[src/rtl/hs_pkg.sv]
`timescale 1ns/1ps
package hs_pkg;

    typedef enum logic {
        LAT_OPEN = 1'b0,
        LAT_SHUT = 1'b1
    } lat_st_e;

    typedef struct packed {
        lat_st_e st;
        logic    phase;
    } ctl_t;

    localparam ctl_t CTL_RESET = '{st: LAT_OPEN, phase: 1'b0};

    function automatic logic flip(input logic b);
        return ~b;
    endfunction

    function automatic logic levels_differ(input logic a, input logic b);
        return a ^ b;
    endfunction

endpackage

[src/rtl/edge_sense.sv]
`timescale 1ns/1ps
module edge_sense
    import hs_pkg::*;
(
    input  logic req_i,
    input  logic cack_i,
    input  logic phase,
    output logic req_pend,
    output logic ack_done
);
    // an outstanding request is a level mismatch; polarity is irrelevant
    always_comb begin
        req_pend = levels_differ(req_i, phase);
        ack_done = ~levels_differ(cack_i, phase);
    end
endmodule

[src/rtl/steer_ctl.sv]
`timescale 1ns/1ps
module steer_ctl
    import hs_pkg::*;
(
    input  logic clk,
    input  logic rst,
    input  logic req_pend,
    input  logic ack_done,
    output logic phase,
    output logic shut
);
    ctl_t cur, nxt;

    always_comb begin
        nxt = cur;
        case (cur.st)
            LAT_OPEN: if (req_pend) begin
                nxt.st    = LAT_SHUT;
                nxt.phase = flip(cur.phase);
            end
            LAT_SHUT: if (ack_done) begin
                nxt.st = LAT_OPEN;
            end
            default: nxt = CTL_RESET;
        endcase
    end

    always_ff @(posedge clk) begin
        if (rst) cur <= CTL_RESET;
        else     cur <= nxt;
    end

    assign phase = cur.phase;
    assign shut  = (cur.st == LAT_SHUT);
endmodule

[src/rtl/data_hold.sv]
`timescale 1ns/1ps
module data_hold #(
    parameter int W = 8
) (
    input  logic         clk,
    input  logic         rst,
    input  logic         load,
    input  logic [W-1:0] d,
    output logic [W-1:0] q
);
    always_ff @(posedge clk) begin
        if (rst)       q <= '0;
        else if (load) q <= d;
    end
endmodule

[src/rtl/twophase_latch_ctl.sv]
`timescale 1ns/1ps
module twophase_latch_ctl
    import hs_pkg::*;
#(
    parameter int W = 8
) (
    input  logic         clk,
    input  logic         rst,
    input  logic         req_i,
    input  logic [W-1:0] data_i,
    input  logic         cack_i,
    output logic         pack_o,
    output logic         creq_o,
    output logic [W-1:0] data_o,
    output logic         latch_closed_o
);
    logic phase, shut, req_pend, ack_done;

    edge_sense u_sense (
        .req_i   (req_i),
        .cack_i  (cack_i),
        .phase   (phase),
        .req_pend(req_pend),
        .ack_done(ack_done)
    );

    steer_ctl u_ctl (
        .clk     (clk),
        .rst     (rst),
        .req_pend(req_pend),
        .ack_done(ack_done),
        .phase   (phase),
        .shut    (shut)
    );

    // open latch loads every edge, including the capturing one
    data_hold #(.W(W)) u_hold (
        .clk (clk),
        .rst (rst),
        .load(~shut),
        .d   (data_i),
        .q   (data_o)
    );

    assign pack_o         = phase;
    assign creq_o         = phase;
    assign latch_closed_o = shut;
endmodule

[config.mk]
export PLATFORM = sky130hd
export DESIGN_NAME = twophase_latch_ctl
export DESIGN_NICKNAME = d
export VERILOG_FILES = /design/src/rtl/hs_pkg.sv /design/src/rtl/edge_sense.sv /design/src/rtl/steer_ctl.sv /design/src/rtl/data_hold.sv /design/src/rtl/twophase_latch_ctl.sv
export SDC_FILE = /design/constraint.sdc
export NUM_CORES = 1
export LEC_CHECK = 0
export CORE_AREA = 4 4 41 43
export DETAILED_ROUTE_END_ITERATION = 10
export DIE_AREA = 0 0 45 47
export DONT_BUFFER_PORTS = 1
export PLACE_DENSITY = 0.4
export SLEW_MARGIN = 20
export SYNTH_ARGS = -nofsm -noshare
export SYNTH_HDL_FRONTEND = slang
export SYNTH_SLANG_ARGS = --single-unit
[constraint.sdc]
create_clock -name clk -period 1 [get_ports clk]
set_input_delay 0.1 -clock clk [delete_from_list [all_inputs] [get_ports clk]]
set_output_delay 0.1 -clock clk [all_outputs]
set_load 0.03 [all_outputs]
==> key figures, run 1 <==
STA
  • Worst hold slack: -0.009881 ns
  • Crit share post-route: 97.18%
  • Unrepaired setup endpoints after global routing: true
  • Final setup viols: 0
  • Final max-slew violation count: 0
  • Clock skew after layout: 0.0008478 ns
  • Max Clk Rate: 1029 MHz
  • Rel. slew slack: 77.59%
  • Period minus WS final: 0.9718 ns
  • Least-Margin Pin Slew: 0.3350 ns
  • Final hold vios: 3

Synth
  • Yosys top cell area share: 52.81%
  • Complex-gate fraction of the synthesized area: 0%
  • Yosys top cell by area: dfxtp_1
  • XOR/XNOR Fraction of Synth Area: 0%
  • Ranking of synthesized cells by area: dfxtp_1 (53%), mux2i_1 (26%), nor2_1 (9.9%)
  • Syn Nets: 47
  • Syn Inst Count: 35
  • Share of synthesized cell area in and, or, nand and nor gates: 11.55%
  • Sequential area share after synthesis: 52.81%
  • Mapped Area: 379.1 um^2
  • Post-synthesis mux area share: 29.37%
  • Post-synth EDFFs: 0
  • Async set-or-reset flop fraction in the synthesized netlist: 0%
  • Post-synth top cells: dfxtp_1 (10), mux2i_1 (10), nor2_1 (10)
  • Post-Syn Area per Cell: 10.83 um^2
  • Distinct cells, synth: 8
  • Yosys warns: 0
  • #FFs+latches synth: 10
  • Main combinational cell family by area after synthesis: multiplexers
  • Adder-Cell Fraction of Synth Area: 0%
  • Synth Flop Type: dfxtp_1

Detailed routing
  • Post-DR wirelength/cell: 12.23 um
  • DRT iter0 DRCs: 1
  • TritonRoute pass-1 iters: 3
  • ANT nets after route: 0
  • Post-Route WL: 783 um
  • Via count: 278
  • Post-DR vias/cell: 4.344
  • DRC viols: 0

GRT
  • First-pass GRT wire length: 1235 um
  • Largest net degree at the start of global routing: 12
  • Grt ovf: 0
  • Antenna violations before repair: 0
  • Vias in the first global route: 300
  • GRT Util Overall: 8.247%

Worst setup path
  • Crit start category: flop
  • RR Startpoint: u_ctl.shut
  • Worst path arrival time: 1.12 ns
  • CP required: 1.14 ns
  • Slowest CP cell: dfxtp_4
  • Worst setup EP type: flop
  • Reg2reg path depth: 2
  • WS Path Type: flop to flop
  • Slowest stage delay, CP: 0.35 ns
  • Crit Path Max Fanout: 2
  • R2r setup slk: 0.03 ns
  • Worst r2r dst: u_ctl.shut
  • Crit path cell chain: mux2i_1, mux2_1

Outcome
  • Failing checks: negative hold slack
  • Status: finished, violations left

Hold path
  • Hold Path Depth: 2
  • Worst Hold Launch: data_i[4]
  • Worst hold path endpoint: u_hold.q[4]
  • Hold Path Class: input port to flop

Clock network
  • CTS Sinks: 10
  • Postcts setup bufs: 0
  • Number of H-tree levels: 1
  • Root Buffer: clkbuf_4
  • Max Root-Sink Buffers: 2
  • CTS tree: built
  • Clock Latency Late Sink: 0.25 ns
  • CTS Buf Count: 3
  • Clock transition at the registers of the reported paths: 0.06 ns

Finish
  • Layout cell share with drive strength beyond 1: 32.65%
  • Ant diodes: 0
  • Area added between synthesis and finish: 37.29%
  • Non-filler cells, final: 64
  • Final net count: 62
  • Filler Cell Count: 135
  • FF+latch area: 203.9 um^2
  • Area of the multi-input gates: 155.1 um^2

Placed design
  • Placed cell count: 58
  • GPL Wtd Cong: 0.6519
  • Post-DP HPWL: 609.3 um
  • Port bufs: 0

Floorplanning
  • Starting Density: 29.13%
  • Chip width: 45 um
  • Core Area: 0.001301 mm^2
  • Ports: 23
  • Rows: 13
  • Die Ht: 47 um
  • Die ar.: 0.002115 mm^2

Job
  • Max-cap viol count: 0

Power and ir drop
  • Pwr Density: 1974 mW/mm^2
  • Leak: 0.2358 nW
  • Worst vdd ir: 0.7455 mV
==> through the flow <==
| step | setup WS (ns) | TNS (ns) | utilization [%] | cell area, um^2 | power, mW |
|---|---|---|---|---|---|
| 6_report | 0.02822 | 0 | 40.00 | 520.5 | 1.028 |
| 5_1_grt | -0.03134 | -0.03134 | 40.00 | 520.5 | 1.084 |
| 4_1_cts | 0.01044 | 0 | 38.17 | 496.7 | 1.032 |
| 3_5_place_dp | 0.01207 | 0 | 35.38 | 460.4 | 0.6741 |
| 3_3_place_gp | 0.04363 | 0 | 35.38 | 460.4 | 0.6684 |
| 2_1_floorplan | -0.1709 | -0.1709 | - | 386.6 | 0.6271 |
==> layout by cell type (no fill, tap or decap), drive strengths merged <==
| cell type | Yosys | layout |
|---|---|---|
| buf | 3 | 11 |
| mux2i | 10 | 10 |
| nor2 | 10 | 10 |
| dfxtp | 10 | 10 |
| clkbuf | 0 | 4 |
| dlygate4sd3 | 0 | 2 |
| nor2b | 1 | 1 |
| mux2 | 1 | 1 |
==> layout make-up <==
type	instances	share of cell area [%]
Sequential cell	10	39.18
Multi-Input combinational cell	22	29.81
Timing Repair Buffer	13	20.43
Clock buffer	4	6.971
Tap cell	15	3.606
==> what timing repair did <==
action,CTS,global route
endpoints found under the setup margin,0,10
resized for setup,0,1
endpoints found under the hold margin,9,9
==> worst max path at each step <==
stage	cells past startpoint	start	endpoint	slack, ns
global route	2	u_ctl.shut	u_ctl.shut	-0.03
finish	2	u_ctl.shut	u_ctl.shut	0.03
detailed placement	3	u_ctl.shut	u_hold.q[6]	0.01
floorplan	3	u_ctl.shut	u_ctl.shut	-0.17
global placement	3	u_ctl.shut	u_hold.q[4]	0.04
CTS	3	u_ctl.shut	u_hold.q[6]	0.01
==> routing by layer <==
metal,routed length [um],global-route usage [%],up-vias
met5,0,0,-
met4,0,5.263,0
met3,94,3.448,0
met2,385,12.43,13
met1,304,9.655,124
li1,-,-,141
==> worst max-delay path: cells and delay by family (launching register included) <==
kind,cells,cell delay [ns]
multiplexers,2,0.51
flip-flops,1,0.35
==> where the power goes <==
part | internal [mW] | switching, mW
sequential | 0.433 | 0.0206
combinational | 0.0938 | 0.129
clock | 0.221 | 0.131
==> logic make-up after synthesis <==
group / count (synthesis)
DFF: 10
and+or+nand+nor: 11
muxes: 11
buffers and inverters: 3
==> flip-flops by register name, indices dropped and copies added, names as in the netlist <==
name	cells
u_ctl.shut	1
u_hold.q	8
u_ctl.phase	1
No activity file was read; power rests on OpenSTA's default activity.
==> run 2, diff against run 1 <==
--- a/config.mk
+++ b/config.mk
@@ -12,2 +12,3 @@
 export PLACE_DENSITY = 0.4
+export RECOVER_POWER = 50
 export SLEW_MARGIN = 20
--- a/constraint.sdc
+++ b/constraint.sdc
@@ -3,2 +3,2 @@
 set_output_delay 0.1 -clock clk [all_outputs]
-set_load 0.03 [all_outputs]
+set_load 0.01 [all_outputs]
==> run 2 against run 1 <==
The flow now finishes without violations. Sequential share of layout area rose by 0.87 points. Setup slack got worse by 0.0010 ns. Clock skew barely moved. Core utilization fell by 1.3 points. Final cell count fell by 4.7%. Critical endpoint unchanged. Highest routed layer unchanged.
==> key figures, run 2 (synthesis results as in run 1) <==
Outcome
  • Status: finished clean (was finished, violations left)

STA
  • Period minus WS final: 0.9728 ns (was 0.9718 ns)
  • Max Clk Rate: 1028 MHz (was 1029 MHz)
  • Unrepaired setup endpoints after global routing: true (unchanged)
  • Least-Margin Pin Slew: 0.3576 ns (was 0.3350 ns)
  • Final setup viols: 0 (unchanged)
  • Final hold vios: 0 (was 3)
  • Final max-slew violation count: 0 (unchanged)
  • Clock skew after layout: 0.0006054 ns (was 0.0008478 ns)
  • Crit share post-route: 97.28% (was 97.18%)
  • Rel. slew slack: 76.08% (was 77.59%)

Power and ir drop
  • Worst vdd ir: 0.6050 mV (was 0.7455 mV)
  • Pwr Density: 1714 mW/mm^2 (was 1974 mW/mm^2)
  • Power Total: 862.0 uW (was 1.028 mW)
  • Leak: 0.2099 nW (was 0.2358 nW)

Clock network
  • Number of H-tree levels: 1 (unchanged)
  • Root Buffer: clkbuf_4 (unchanged)
  • Max Root-Sink Buffers: 2 (unchanged)
  • CTS Buf Count: 3 (unchanged)
  • Postcts setup bufs: 0 (unchanged)
  • Clock Latency Late Sink: 0.25 ns (about the same)
  • Clock transition at the registers of the reported paths: 0.06 ns (about the same)
  • CTS tree: built (unchanged)
  • CTS Sinks: 10 (unchanged)
  • Post-cts resize count: 0 (unchanged)

Finish
  • Layout cell share with drive strength beyond 1: 13.04% (was 32.65%)
  • Layout Utilization: 38.65% (was 40.00%)
  • Post-route cell area: 503.0 um^2 (was 520.5 um^2)
  • Area added between synthesis and finish: 32.67% (was 37.29%)
  • Largest register FFs: 8 (unchanged)
  • Most frequent cells in the layout: mux2i_1 (10), nor2_1 (10), dlygate4sd3_1 (9), dfxtp_1 (9), clkbuf_4 (3) (was mux2i_1 (10), nor2_1 (10), buf_4 (10))
  • Ant diodes: 0 (unchanged)
  • Non-filler cells, final: 61 (was 64)
  • Final net count: 60 (was 62)
  • Register name with the most flops: u_hold.q (unchanged)

GRT
  • Grt ovf: 0 (unchanged)
  • M3 GR Usage: 6.130% (was 3.448%)
  • Vias in the first global route: 270 (was 300)
  • First-pass GRT wire length: 1186 um (was 1235 um)
  • Met2 GRT Util: 14.12% (was 12.43%)
  • Largest net degree at the start of global routing: 11 (was 12)
  • Grt met1 use: 7.356% (was 9.655%)
  • GRT Util Overall: 8.485% (was 8.247%)
  • Antenna violations before repair: 0 (unchanged)
  • Grt peak-use layer: met2 (unchanged)

Floorplanning
  • Die Ht: 47 um (unchanged)
  • Core Area: 0.001301 mm^2 (unchanged)
  • Chip width: 45 um (unchanged)
  • Starting Density: 29.13% (unchanged)
  • Rows: 13 (unchanged)
  • Ports: 23 (unchanged)
  • Die ar.: 0.002115 mm^2 (unchanged)

Detailed routing
  • DRC viols: 0 (unchanged)
  • TritonRoute pass-1 iters: 1 (was 3)
  • Post-Route WL: 803 um (was 783 um)
  • Post-DR wirelength/cell: 13.16 um (was 12.23 um)
  • DRT iter0 DRCs: 0 (was 1)
  • Via count: 278 (unchanged)
  • ANT nets after route: 0 (unchanged)
  • Post-DR vias/cell: 4.557 (was 4.344)

Placed design
  • Post-place instance area: 390.4 um^2 (was 460.4 um^2)
  • Port bufs: 0 (unchanged)
  • GPL Wtd Cong: 0.6143 (was 0.6519)
  • Placed cell count: 49 (was 58)

Job
  • Max-cap viol count: 0 (unchanged)

Worst setup path
  • Worst path arrival time: 1.12 ns (about the same)
  • Crit Path Max Fanout: 2 (unchanged)
  • CP required: 1.14 ns (about the same)
  • WS Path Type: flop to flop (unchanged)
  • Crit start category: flop (unchanged)
  • Worst setup EP type: flop (unchanged)

Hold path
  • Hold Path Class: input port to flop (unchanged)
## run 2: cell count changes in the layout (fill, tap and decap cells not counted), sizes merged
cell and change:
buf -9, dlygate4sd3 +7, clkbuf -1
## run 2: power breakdown
group          internal (mW)  leakage, nW  switching (mW)
logic                 0.0739        0.113          0.0530
registers              0.433       0.0834          0.0382
clock network          0.138       0.0138           0.125
total                  0.646        0.210           0.216
## run 2: what timing repair did
action	CTS	global route
endpoints found under the setup margin	0	3
endpoints found under the hold margin	9	0
hold buffers	9	0
## run 2: path summary, 6_finish.rpt
path	from	endpoint	slack (ns)	cells after the start
worst max-delay path	u_ctl.shut	u_ctl.shut	0.03	2
worst min-delay path	data_i[2]	u_hold.q[2]	0.01	2
worst max register to register	u_ctl.shut	u_ctl.shut	0.03	2
worst min register to register	u_hold.q[7]	u_hold.q[7]	0.57	2
## run 2: final cells by class
type | count | area (um^2)
fillers | 134 | 798.3
flip-flops and latches | 10 | 201.4
multi-input cells | 22 | 155.1
repair buffers | 11 | 105.1
clock buffers | 3 | 22.52
well taps | 15 | 18.77
## run 2: layer usage
layer,vias up,part of all wire (%)
met2,15,49
met4,0,0
met5,-,0
met1,127,36
met3,0,14
li1,136,-
## run 2: critical path, stage by stage, from the launching register on
cell and delay, ns:
dfxtp_2 0.34, mux2i_1 0.20, mux2_1 0.33
## run 2: stage by stage
step | setup slack, ns | TNS, ns | hold WS [ns]
floorplan | -0.1337 | -0.1337 | 0.2439
global placement | 0.05972 | 0 | 0.1736
detailed placement | 0.01094 | 0 | 0.1766
CTS | 0.002614 | 0 | 0.006083
global route | -0.009748 | -0.01742 | 0.01770
finish | 0.02718 | 0 | 0.01075
